$ cat src/rtl/phstep_pkg.sv
package phstep_pkg;
  localparam logic [15:0] CMD_FINE_UP  = 16'h0001;
  localparam logic [15:0] CMD_FINE_DN  = 16'h0002;
  localparam logic [15:0] CMD_FINE_CLR = 16'h0003;
  localparam logic [15:0] CMD_QTR_UP   = 16'h0004;
  localparam logic [15:0] CMD_QTR_DN   = 16'h0008;
  localparam logic [15:0] CMD_QTR_CLR  = 16'h000C;
  localparam logic [15:0] CMD_SH_UP    = 16'h0010;
  localparam logic [15:0] CMD_SH_DN    = 16'h0020;
  localparam logic [15:0] CMD_SH_CLR   = 16'h0030;

  typedef struct packed {
    logic fineUp;
    logic fineDn;
    logic qUp;
    logic qDn;
    logic qClr;
    logic sUp;
    logic sDn;
    logic sClr;
  } phStrobes_t;

  typedef enum logic { ST_IDLE, ST_WAIT } phState_t;
endpackage

$ cat src/rtl/phstep_ctrl.sv
module phstep_ctrl
  import phstep_pkg::*;
#(
  parameter int FINE_MAX = 255,
  parameter int FINE_W   = 9,
  parameter int CMD_W    = 16
) (
  input  logic                     clk,
  input  logic                     rstN,
  input  logic                     wrEn,
  input  logic [CMD_W-1:0]         wrData,
  input  logic                     psDone,
  input  logic signed [FINE_W-1:0] fineNow,
  output phStrobes_t               strobes,
  output logic                     psEn,
  output logic                     psInc,
  output logic                     busy,
  output logic                     overflow
);
  localparam logic signed [FINE_W-1:0] FINE_HI = FINE_W'(FINE_MAX);
  localparam logic signed [FINE_W-1:0] FINE_LO = -FINE_W'(FINE_MAX);
  localparam logic signed [FINE_W-1:0] ONE     = FINE_W'(1);

  phState_t state;
  logic     unwind;
  logic     lastStep;
  logic     acceptCmd;

  assign acceptCmd = (state == ST_IDLE) && wrEn;
  assign lastStep  = psInc ? (fineNow == -ONE) : (fineNow == ONE);
  assign busy      = (state == ST_WAIT);

  always_ff @(posedge clk) begin
    if (!rstN) begin
      state    <= ST_IDLE;
      psEn     <= 1'b0;
      psInc    <= 1'b0;
      unwind   <= 1'b0;
      overflow <= 1'b0;
    end else begin
      psEn <= 1'b0;
      unique case (state)
        ST_IDLE: begin
          if (wrEn) begin
            if (wrData == CMD_W'(CMD_FINE_UP) && fineNow < FINE_HI) begin
              psEn <= 1'b1; psInc <= 1'b1; unwind <= 1'b0; state <= ST_WAIT;
            end else if (wrData == CMD_W'(CMD_FINE_DN) && fineNow > FINE_LO) begin
              psEn <= 1'b1; psInc <= 1'b0; unwind <= 1'b0; state <= ST_WAIT;
            end else if (wrData == CMD_W'(CMD_FINE_CLR) && fineNow != '0) begin
              psEn <= 1'b1; psInc <= fineNow[FINE_W-1]; unwind <= 1'b1; state <= ST_WAIT;
            end
          end
        end
        ST_WAIT: begin
          if (wrEn) overflow <= 1'b1;
          if (psDone) begin
            if (unwind && !lastStep) psEn <= 1'b1;
            else state <= ST_IDLE;
          end
        end
        default: state <= ST_IDLE;
      endcase
    end
  end

  always_comb begin
    strobes        = '0;
    strobes.fineUp = busy && psDone && psInc;
    strobes.fineDn = busy && psDone && !psInc;
    strobes.qUp    = acceptCmd && wrData == CMD_W'(CMD_QTR_UP);
    strobes.qDn    = acceptCmd && wrData == CMD_W'(CMD_QTR_DN);
    strobes.qClr   = acceptCmd && wrData == CMD_W'(CMD_QTR_CLR);
    strobes.sUp    = acceptCmd && wrData == CMD_W'(CMD_SH_UP);
    strobes.sDn    = acceptCmd && wrData == CMD_W'(CMD_SH_DN);
    strobes.sClr   = acceptCmd && wrData == CMD_W'(CMD_SH_CLR);
  end
endmodule

$ cat src/rtl/phstep_dp.sv
module phstep_dp
  import phstep_pkg::*;
#(
  parameter int FINE_W         = 9,
  parameter int QTR_W          = 2,
  parameter int SHIFT_W        = 2,
  parameter bit HAS_DATA_SHIFT = 1'b1
) (
  input  logic                     clk,
  input  logic                     rstN,
  input  phStrobes_t               strobes,
  output logic signed [FINE_W-1:0] fineOffset,
  output logic [QTR_W-1:0]         quarterIdx,
  output logic [SHIFT_W-1:0]       dataShift
);
  localparam logic [SHIFT_W-1:0] SHIFT_TOP = '1;

  always_ff @(posedge clk) begin
    if (!rstN) begin
      fineOffset <= '0;
      quarterIdx <= '0;
    end else begin
      if (strobes.fineUp)      fineOffset <= fineOffset + 1'b1;
      else if (strobes.fineDn) fineOffset <= fineOffset - 1'b1;
      if (strobes.qClr)        quarterIdx <= '0;
      else if (strobes.qUp)    quarterIdx <= quarterIdx + 1'b1;
      else if (strobes.qDn)    quarterIdx <= quarterIdx - 1'b1;
    end
  end

  generate
    if (HAS_DATA_SHIFT) begin : g_shift
      always_ff @(posedge clk) begin
        if (!rstN) dataShift <= '0;
        else if (strobes.sClr) dataShift <= '0;
        else if (strobes.sUp && dataShift != SHIFT_TOP) dataShift <= dataShift + 1'b1;
        else if (strobes.sDn && dataShift != '0) dataShift <= dataShift - 1'b1;
      end
    end else begin : g_noshift
      assign dataShift = '0;
    end
  endgenerate
endmodule

$ cat src/rtl/phase_step_ctrl.sv
module phase_step_ctrl
  import phstep_pkg::*;
#(
  parameter int FINE_MAX       = 255,
  parameter int CMD_W          = 16,
  parameter bit HAS_DATA_SHIFT = 1'b1,
  localparam int FINE_W        = $clog2(FINE_MAX + 1) + 1
) (
  input  logic                     clk,
  input  logic                     rstN,
  input  logic                     wrEn,
  input  logic [CMD_W-1:0]         wrData,
  input  logic                     psDone,
  output logic                     psEn,
  output logic                     psInc,
  output logic                     busy,
  output logic                     overflow,
  output logic signed [FINE_W-1:0] fineOffset,
  output logic [1:0]               quarterIdx,
  output logic [1:0]               dataShift
);
  phStrobes_t strobes;

  phstep_ctrl #(.FINE_MAX(FINE_MAX), .FINE_W(FINE_W), .CMD_W(CMD_W)) ctrl_i (
    .clk(clk), .rstN(rstN), .wrEn(wrEn), .wrData(wrData), .psDone(psDone),
    .fineNow(fineOffset), .strobes(strobes), .psEn(psEn), .psInc(psInc),
    .busy(busy), .overflow(overflow)
  );

  phstep_dp #(.FINE_W(FINE_W), .QTR_W(2), .SHIFT_W(2),
              .HAS_DATA_SHIFT(HAS_DATA_SHIFT)) dp_i (
    .clk(clk), .rstN(rstN), .strobes(strobes), .fineOffset(fineOffset),
    .quarterIdx(quarterIdx), .dataShift(dataShift)
  );
endmodule

$ cat config.mk
export PLATFORM = sky130hd
export DESIGN_NAME = phase_step_ctrl
export DESIGN_NICKNAME = d
export VERILOG_FILES = /design/src/rtl/phstep_pkg.sv /design/src/rtl/phstep_ctrl.sv /design/src/rtl/phstep_dp.sv /design/src/rtl/phase_step_ctrl.sv
export SDC_FILE = /design/constraint.sdc
export NUM_CORES = 1
export LEC_CHECK = 0
export ABC_AREA = 1
export BUFFER_PORTS_ARGS = -buffer_cell sky130_fd_sc_hd__buf_2
export CORE_AREA = 2 2 56 58
export CTS_CLUSTER_DIAMETER = 120
export CTS_CLUSTER_SIZE = 24
export DETAILED_ROUTE_END_ITERATION = 12
export DIE_AREA = 0 0 58 60
export GPL_TIMING_DRIVEN = 0
export PLACE_DENSITY = 0.79
export RECOVER_POWER = 50
export SETUP_SLACK_MARGIN = 0.1
export SYNTH_ARGS = -nofsm -noshare
export SYNTH_HDL_FRONTEND = slang
export SYNTH_HIERARCHICAL = 1
export SYNTH_SLANG_ARGS = --single-unit
$ cat constraint.sdc
create_clock -name clk -period 3 [get_ports clk]
set_input_delay 0.3 -clock clk [delete_from_list [all_inputs] [get_ports clk]]
set_output_delay 0.3 -clock clk [all_outputs]
set_load 0.02 [all_outputs]
* Word-level counts from Yosys, hierarchy flattened
Index checks and enable logic that the tools add are counted.
Widths: inputs -> output; s select.
** Word-level totals
- Register bits :: 18
- Bits of input ports :: 20
- Word-level logic and storage cells :: 80
- Output and inout bits :: 17
** Cells by class
- Reduce and logical (&&, ||, !) cells :: 28
- Bitwise gates (word level) :: 2
- $add $sub $neg :: 6
- Multiplexer cells :: 22
- Equal/unequal tests :: 12
- Magnitude comparators :: 2
** Operators with widths (number)
- $eq 16x2->1 const B :: 2
- $eq 16x4->1 const B :: 2
- $eq 16x6->1 const B :: 2
- $mux 9 :: 2
- $eq 16x1->1 const B :: 1
- $eq 16x3->1 const B :: 1
- $eq 16x5->1 const B :: 1
- $logic_and 1x1->1 :: 16
- $mux 1 :: 14
- $add 9x1->9 const B :: 1
- $eq 9x1->1 const B :: 1
- $eq 9x2->1 const B :: 1
- $gt 9x9->1 const B :: 1
- $lt 9x9->1 const B :: 1
- $reduce_bool 9->1 :: 1
- $sub 9x1->9 const B :: 1
- $mux 2 :: 4
- $reduce_bool 2->1 :: 4
- $add 2x1->2 const B :: 2
- $pmux 1 s2 :: 2
- $reduce_or 2->1 :: 2
- $sub 2x1->2 const B :: 2
- $reduce_and 3->1 :: 1
- $reduce_bool 3->1 :: 1
- 4 further kinds :: 6

* Depth between registers and ports, before layout
Gate-level depths: netlist of run 1.
- Depth after elaboration :: 7
- Mapped depth :: 14
- Depth with buffers taken out :: 14

* By module
The synthesis of run 1 kept the hierarchy.
** Modules (own cells, without submodules)
- phstep_dp :: times used 1, sequential area each 260.2 sq um, cells each 143, area an instance 909.6 sq um
- phstep_ctrl :: times used 1, sequential area each 100.1 sq um, cells each 120, area an instance 613.1 sq um

* Least setup slack after synthesis of run 1
OpenSTA, ideal clock, no wires.
- Path type :: register to register
- Start :: reg ctrl_i.state, in the netlist ctrl_i/busy
- End :: reg dp_i.fineOffset[8]
- Required time :: 2.884 ns
- Stages on the path, launching flop included :: 11
- Data arrival time :: 1.904 ns
- Setup slack :: 0.980 ns
- Period minus slack after synthesis :: 2.020 ns
- Path buffers :: 0
- Library setup time :: 0.116 ns
- Cells stage by stage :: dfxtp_1 nand2_1 nor2_1 inv_1 ha_1 nand2_1 nand2_1 a21oi_1 nand3_1 a21oi_1 nor2_1
** RTL lines
- start: declaration :: line phstep_ctrl.sv:24 : phState_t state;
- start signal: assignment :: line phstep_ctrl.sv:35 : state <= ST_IDLE;
- start signal: assignment :: line phstep_ctrl.sv:46 : psEn <= 1'b1; psInc <= 1'b1; unwind <= 1'b0; state <= ST_WAIT;
- start signal: assignment :: line phstep_ctrl.sv:48 : psEn <= 1'b1; psInc <= 1'b0; unwind <= 1'b0; state <= ST_WAIT;
- end signal: assignment :: line phstep_dp.sv:23 : if (strobes.fineUp) fineOffset <= fineOffset + 1'b1;
- end signal: assignment :: line phstep_dp.sv:24 : else if (strobes.fineDn) fineOffset <= fineOffset - 1'b1;
- end: declaration :: line phstep_dp.sv:12 : output logic signed [FINE_W-1:0] fineOffset,

==> results of run 1 <==
metrics by stage:
step	util	instance area, µm²
6_report	0.606	1760
5_1_grt	0.606	1760
4_1_cts	0.613	1780
3_5_place_dp	0.601	1740
3_3_place_gp	0.601	1740
2_1_floorplan	-	1520
worst max-delay path, cell delays in order (launching register included):
cell and delay (ns):
dfxtp_1 0.45, nand2_1 0.10, nor2_1 0.20, inv_1 0.22, ha_1 0.40, nand2_1 0.10, nand2_1 0.06, a21oi_1 0.18
nand3_1 0.13, a21oi_1 0.17, nor2_1 0.06
kinds of logic after synthesis:
group | count (synthesis)
AOI/OAI and AO/OA | 26
xor gates and xnor gates | 1
adders and majority gates | 8
buffers and inverters | 47
DFF | 18
and+or+nand+nor | 163
per-layer routing:
metal  global-route usage  share of wire  wire (µm)
met1                0.261           0.48       1560
met2                0.380           0.47       1530
met5                    0              0          0
met3               0.0195          0.045        147
met4               0.0598         0.0083         27
cell usage after synthesis (2+ instances only):
library cell and instances:
nand2_1 65, nor2_1 50, inv_1 41, nand3_1 19
dfxtp_1 18, a21oi_1 15, ha_1 7, o21ai_0 7
nand2_2 5, nor2_2 5, inv_2 4, nand4_1 4
nand3_2 3, or2_1 3, nor3_1 2, nor4_1 2
o21bai_1 2
where the power goes:
part / switching [mW] / total (mW) / internal, mW
Clock: 0.0760 / 0.150 / 0.0738
Sequential: 0.00000836 / 0.239 / 0.239
Combinational: 0.0222 / 0.0377 / 0.0155
sequential cells by signal (all words and copies together) (netlist names):
name	cells
dp_i/fineOffset	9
dp_i/dataShift	2
dp_i/quarterIdx	2
ctrl_i/busy	1
ctrl_i/overflow	1
ctrl_i/psEn	1
ctrl_i/psInc	1
ctrl_i/unwind	1
worst max-delay path by stage:
| stage | startpoint | to | slack [ns] | depth (start not counted) |
|---|---|---|---|---|
| after floorplan | ctrl_i/busy$_SDFF_PN0_ | dp_i/fineOffset[8]$_SDFFE_PN0P_ | 0.98 | 10 |
| after global placement | ctrl_i/busy$_SDFF_PN0_ | dp_i/fineOffset[8]$_SDFFE_PN0P_ | 0.88 | 10 |
| after detailed placement | ctrl_i/busy$_SDFF_PN0_ | dp_i/fineOffset[8]$_SDFFE_PN0P_ | 0.85 | 10 |
| after CTS | ctrl_i/busy$_SDFF_PN0_ | dp_i/fineOffset[8]$_SDFFE_PN0P_ | 0.82 | 10 |
| after global routing | ctrl_i/busy$_SDFF_PN0_ | dp_i/fineOffset[7]$_SDFFE_PN0P_ | 0.59 | 14 |
| final | ctrl_i/busy$_SDFF_PN0_ | dp_i/fineOffset[8]$_SDFFE_PN0P_ | 0.82 | 10 |
final cells by class:
cell class,count,area share
Multi-Input combinational cell,198,0.559
Buffer,1,0.00284
Clock buffer,4,0.0206
Timing Repair Buffer,36,0.0910
Inverter,46,0.0981
Tap cell,33,0.0235
Sequential cell,18,0.205
==> reports/qor.txt, run 1 <==
Avg Vias per Cell - 4.94
Most common library cell in the layout ignoring fill and taps - nand2_1
Global placement routability congestion - 0.884
Worst Max-Slew Pin Slew - 0.330 ns
Post-CTS sizing - 0
Vias in the first global route - 1433
Worst Skew - 0.00410 ns
Hold slack - 0.260 ns
Post-synthesis simple-gate area fraction - 0.478
Routed Antenna Nets - 0
R2r startpoint - ctrl_i/busy$_SDFF_PN0_
Seq/Total Area, Yosys - 0.237
Yosys top cell area share - 0.237
Synthesis warning total - 6
Nets - 332
Netlist cell types - 28
Status - completed
Critical Path RT - 3.19 ns
Max Cap Viol - 0
Longest Clk Path Bufs - 2
Final setup fails - 0
Clock-pin slew on the worst setup and hold paths - 0.11 ns
Post-synth EDFFs - 0
Synth area leaders - dfxtp_1, nand2_1, nor2_1
Die Span Y - 60 µm
Post-Place Cells - 332
Syn_area_per_cell - 5.79 µm²
H-tree lvl count - 1
Post-route setup slack - 0.825 ns
Xor-xnor portion of the synthesized cell area - 0.00575
Initial Utilization - 0.525
Pwr dens - 242 nW/µm²
WL per Instance - 9.71 µm
Max_slew headroom - 0.778
Register bit total from synthesis - 18
Commonest cells after routing, fill and taps aside - nand2_1, nor2_1, inv_1, buf_2, nand3_1
Max-slew violation count - 0
Period utilisation layout - 0.725
Worst R2R End - dp_i/fineOffset[8]$_SDFFE_PN0P_
HPWL Detailed - 2620 µm
Clock sinks - 18
Root Driver - clkbuf_4
Worst Reg-to-Reg Cells - 10
Ports - 37
Final Hold Fails - 0
Post-synth ARST share - 0
Core area - 2900 µm²
Critical path class - reg -> reg
Post-Synth Adder-Cell Area - 0.0707
Total die area - 3480 µm²
First-pass GRT wire length - 5770 µm
Area Growth Syn to Fin - 15.6%
Register area - 360 µm²
CTS Buf Count - 3
Filler instances - 318
GRT Util Overall - 0.209
Sum Neg Setup Slack - 0 ns
Row count - 20
Total power - 0.426 mW
Main synth FF type - dfxtp_1
Compound-Gate Fraction of Synth Area - 0.0920
Worst vdd ir - 0.166 mV
Syn Std Cell Area - 1520 µm²
TritonCTS clock tree - done
Dpl ws - 0.845 ns
Number of buffers added on ports - 36
Worst-path fanout max - 9
R2r setup slk - 0.82 ns
Initial antenna violation count - 0
Post-Synthesis Cells - 263
Total gr overflow - 0
DRC - 0
RSZ-0062 raised after global routing - false
Largest family of logic cells by synthesized area - simple AND/OR/NAND/NOR gates
Vias - 1661
Mux contribution to synthesized area - 0
DR iter-0 viols - 43
Hold Crit Start - wrEn
Hold Buf Count CTS - 0
Post-synth top area cell - dfxtp_1
Largest net degree at the start of global routing - 11
Post-CTS Setup Bufs - 0
N_diodes - 0
Post-Layout Cell Count - 336
Layout cells sized above 1 - 0.149
Post-layout minimum cycle time - 2.18 ns
Synth Net Count - 291
CP startpoint kind - register
Worst skew pair latency - 0.29 ns
Sink of the worst hold path - ctrl_i/overflow$_SDFFE_PN0P_
Hold-critical path depth - 3
Min-Delay Path Class - in -> reg
Multi-input logic area - 985 µm²
TritonRoute pass-1 iters - 4
WL final - 3260 µm
Die X - 58 µm
LEAKAGE - 0.949 nW
CP Capture Type - register
Fmax - 0.460 GHz
WP data arrival - 2.37 ns
Power figures use the tool's default switching activity.
==> run 2, diff against run 1 <==
--- a/config.mk
+++ b/config.mk
@@ -5,15 +5,15 @@
 export SDC_FILE = /design/constraint.sdc
 export NUM_CORES = 1
 export LEC_CHECK = 0
-export ABC_AREA = 1
+export ABC_AREA = 0
 export BUFFER_PORTS_ARGS = -buffer_cell sky130_fd_sc_hd__buf_2
-export CORE_AREA = 2 2 56 58
+export CORE_AREA = 2 2 54 56
 export CTS_CLUSTER_DIAMETER = 120
 export CTS_CLUSTER_SIZE = 24
 export DETAILED_ROUTE_END_ITERATION = 12
-export DIE_AREA = 0 0 58 60
+export DIE_AREA = 0 0 56 58
 export GPL_TIMING_DRIVEN = 0
-export PLACE_DENSITY = 0.79
+export PLACE_DENSITY = 0.78
 export RECOVER_POWER = 50
 export SETUP_SLACK_MARGIN = 0.1
 export SYNTH_ARGS = -nofsm -noshare
==> constraint.sdc (replaced) <==
create_clock -name clk -period 2.1 [get_ports clk]
set_input_delay 0.21 -clock clk [delete_from_list [all_inputs] [get_ports clk]]
set_output_delay 0.21 -clock clk [all_outputs]
set_load 0.02 [all_outputs]
==> run 2 against run 1 <==
Effect of this change:
- global-route usage increased by 0.97 points
- die area is 6.7% lower
- count of clock-buffer cells in the layout is 1 lower
- design area is 1.1% lower
- core utilization is 4.7 points higher
- via count fell by 8.9%
- critical path depth fell by 2
- clock power increased by 14%
- final cell count shrank 25%
- sequential power is 41% higher
- clock skew fell by 0.0029 ns
- first-iteration DRC count fell by 7.0%
==> reports/qor.txt, run 2 <==
Status - completed
Initial Utilization - 0.503 (-0.0213)
Clock sinks - 18 (unchanged)
TritonRoute pass-1 iters - 4 (unchanged)
Worst Skew - 0.00118 ns (-0.00292 ns)
Syn Std Cell Area - 1340 µm² (-12%)
Avg Vias per Cell - 6.00 (+21%)
Min-Delay Path Class - in -> reg
Worst-path fanout max - 8 (-1)
Comb power frac - 0.094 (+0.006)
Global placement routability congestion - 0.891 (+0.87%)
Register bit total from synthesis - 18 (unchanged)
Filler instances - 226 (-29%)
Total gr overflow - 0 (unchanged)
Row count - 19 (-5.0%)
Core area - 2660 µm² (-8.3%)
Int Pwr - 0.427 mW (+30%)
Post-synth top area cell - dfxtp_1
Synthesis warning total - 6 (unchanged)
Total die area - 3250 µm² (-6.7%)
Post-route setup slack - 0.0841 ns (-0.741 ns)
DR iter-0 viols - 40 (-7.0%)
Biggest regs - dp_i/fineOffset x9, dp_i/dataShift x2, dp_i/quarterIdx x2
Most common library cell in the layout ignoring fill and taps - buf_2
Longest Clk Path Bufs - 2 (unchanged)
M1 WL - 1550 µm (-0.45%)
Period utilisation layout - 0.960 (+0.235)
N_diodes - 0 (unchanged)
Area Growth Syn to Fin - 29.9%
Commonest cells after routing, fill and taps aside - buf_2, nor2_1, nand2_1, clkbuf_1, dfxtp_1
CTS Buf Count - 3 (unchanged)
Worst skew pair latency - 0.29 ns (about the same)
Seq/Total Area, Yosys - 0.269 (+0.0323)
H-tree lvl count - 1 (unchanged)
Hold Buf Count CTS - 0 (unchanged)
Synth Net Count - 205 (-30%)
Worst vdd ir - 0.283 mV (+70%)
Post-synth top cells - nor2_1, nand2_1, dfxtp_1
Root Driver - clkbuf_4
Post-Synthesis Cells - 177 (-33%)
Post-synth ARST share - 0 (unchanged)
Largest net degree at the start of global routing - 12 (+1)
Layout cells sized above 1 - 0.281 (+0.132)
Total power - 0.561 mW (+32%)
Critical Path RT - 2.29 ns (-0.90 ns)
WL per Instance - 14.1 µm (+46%)
Psw - 0.134 mW (+37%)
Netlist cell types - 47 (+68%)
CP startpoint kind - register
Max_slew headroom - 0.678 (-0.100)
Final setup fails - 0 (unchanged)
First-pass GRT wire length - 5720 µm (-0.83%)
Routed Antenna Nets - 0 (unchanged)
Syn_area_per_cell - 7.57 µm² (+31%)
Sw Share - 0.239 (+0.00901)
DRC - 0 (unchanged)
Number of buffers added on ports - 36 (unchanged)
Pwr dens - 322 nW/µm² (+33%)
CP Capture Type - register
Clock power share - 0.305 (-0.046)
HPWL Detailed - 2710 µm (+3.3%)
Nets - 251 (-24%)
Reg power frac - 0.601 (+0.041)
Die X - 56 µm (-3.4%)
Clock-pin slew on the worst setup and hold paths - 0.10 ns (about the same)
Most numerous cell in the Yosys netlist - nor2_1
Initial antenna violation count - 0 (unchanged)
Synth area leaders - dfxtp_1, ha_1, nor2_1
Reg with most FFs - dp_i/fineOffset
Vias in the first global route - 1375 (-4.0%)
Max-slew violation count - 0 (unchanged)
Fin util - 0.654 (+0.0472)
WP data arrival - 2.20 ns (-0.17 ns)
Die Span Y - 58 µm (-3.3%)
R2r setup slk - 0.08 ns (-0.74 ns)
Critical path class - reg -> reg
Max Cap Viol - 0 (unchanged)
DR top layer - met4
Final Hold Fails - 0 (unchanged)
Fmax - 0.496 GHz (+7.9%)
Yosys top cell area share - 0.269 (+0.0323)
LEAKAGE - 0.689 nW (-27%)
WL final - 3560 µm (+9.2%)
Max FFs per register - 9 (unchanged)
Main synth FF type - dfxtp_1
Worst Max-Slew Pin Slew - 0.483 ns (+0.154 ns)
TritonCTS clock tree - done
DR WL met3 - 151 µm (+2.7%)
GRT Util Overall - 0.218 (+0.00972)
Met2 wire length - 1780 µm (+16%)
Ports - 37 (unchanged)
Dpl ws - -0.0156 ns (-0.861 ns)
Post-synth EDFFs - 0 (unchanged)
RSZ-0062 raised after global routing - true
Vias - 1513 (-8.9%)
Post-layout minimum cycle time - 2.02 ns (-0.159 ns)
run 2: cell types whose count changed after synthesis, sizes merged, moves of 4 or more:
cell / change
nand2b: +4
a31oi: +4
nand3: -17
nand2: -51
or2: -4
inv: -34
nor4b: +5
nor2: -32
nor3: +8
run 2: path summary, 6_finish.rpt:
kind                                                    from                               to  cells after the start
worst max-delay path                  ctrl_i/busy$_SDFF_PN0_  dp_i/fineOffset[6]$_SDFFE_PN0P_                      8
worst min-delay path                                    wrEn     ctrl_i/overflow$_SDFFE_PN0P_                      3
worst max register to register        ctrl_i/busy$_SDFF_PN0_  dp_i/fineOffset[6]$_SDFFE_PN0P_                      8
worst min register to register  ctrl_i/overflow$_SDFFE_PN0P_     ctrl_i/overflow$_SDFFE_PN0P_                      2
run 2: logic make-up (layout without fill, tap and decap cells):
| group | count (synthesis) | after routing | synth area share |
|---|---|---|---|
| AO/OA/AOI/OAI | 42 | 42 | 0.215 |
| XOR/XNOR | 3 | 3 | 0.0196 |
| adder cells (fa/ha/maj) | 8 | 8 | 0.0803 |
| buffers and inverters | 14 | 58 | 0.0411 |
| flip-flops | 18 | 18 | 0.269 |
| multiplexers | 3 | 3 | 0.0224 |
| AND/OR/NAND/NOR | 89 | 89 | 0.353 |
run 2: power groups by stage:
stage | sequential [mW] | combinational, mW | clock, mW
global route | 0.337 | 0.0577 | 0.193
global placement | 0.346 | 0.0453 | 0
CTS | 0.339 | 0.0486 | 0.178
finish | 0.337 | 0.0526 | 0.171
detailed placement | 0.346 | 0.0479 | 0
floorplan | 0.346 | 0.0183 | 0
run 2: critical path, stage by stage (launching register included):
cell	delay (ns)
dfxtp_4	0.39
and3_4	0.23
inv_6	0.08
ha_4	0.22
nor2b_4	0.13
o31a_4	0.30
o21ai_2	0.17
a2111oi_2	0.08
a311o_1	0.28
run 2: stage by stage:
step / hold slack, ns / cell area, µm² / cells / TNS [ns]
2_1_floorplan: 0.327 / 1380 / 177 / 0
3_3_place_gp: 0.445 / 1600 / 244 / 0
3_5_place_dp: 0.475 / 1600 / 244 / -0.0156
4_1_cts: 0.165 / 1660 / 249 / 0
5_1_grt: 0.177 / 1740 / 252 / 0
6_report: 0.169 / 1740 / 252 / 0
run 2: layer usage:
metal  vias up  GRT usage
met5         -          0
met1       710      0.258
met4         0      0.109
li1        745          -
met2        50      0.388
met3         8     0.0313
run 2: cell type report:
cell class	instances	area, µm²	share of cell area
multi-input cells	145	1050	0.602
flip-flops and latches	18	373	0.214
repair buffers	41	198	0.114
inverters	11	46.3	0.0266
well taps	31	38.8	0.0223
clock buffers	3	22.5	0.0129
plain buffers	3	13.8	0.00791
run 2: repair_timing:
item,CTS,global route
buffers inserted,2,3
setup endpoints to repair,5,8
resized for setup,7,15
pin swaps,5,5
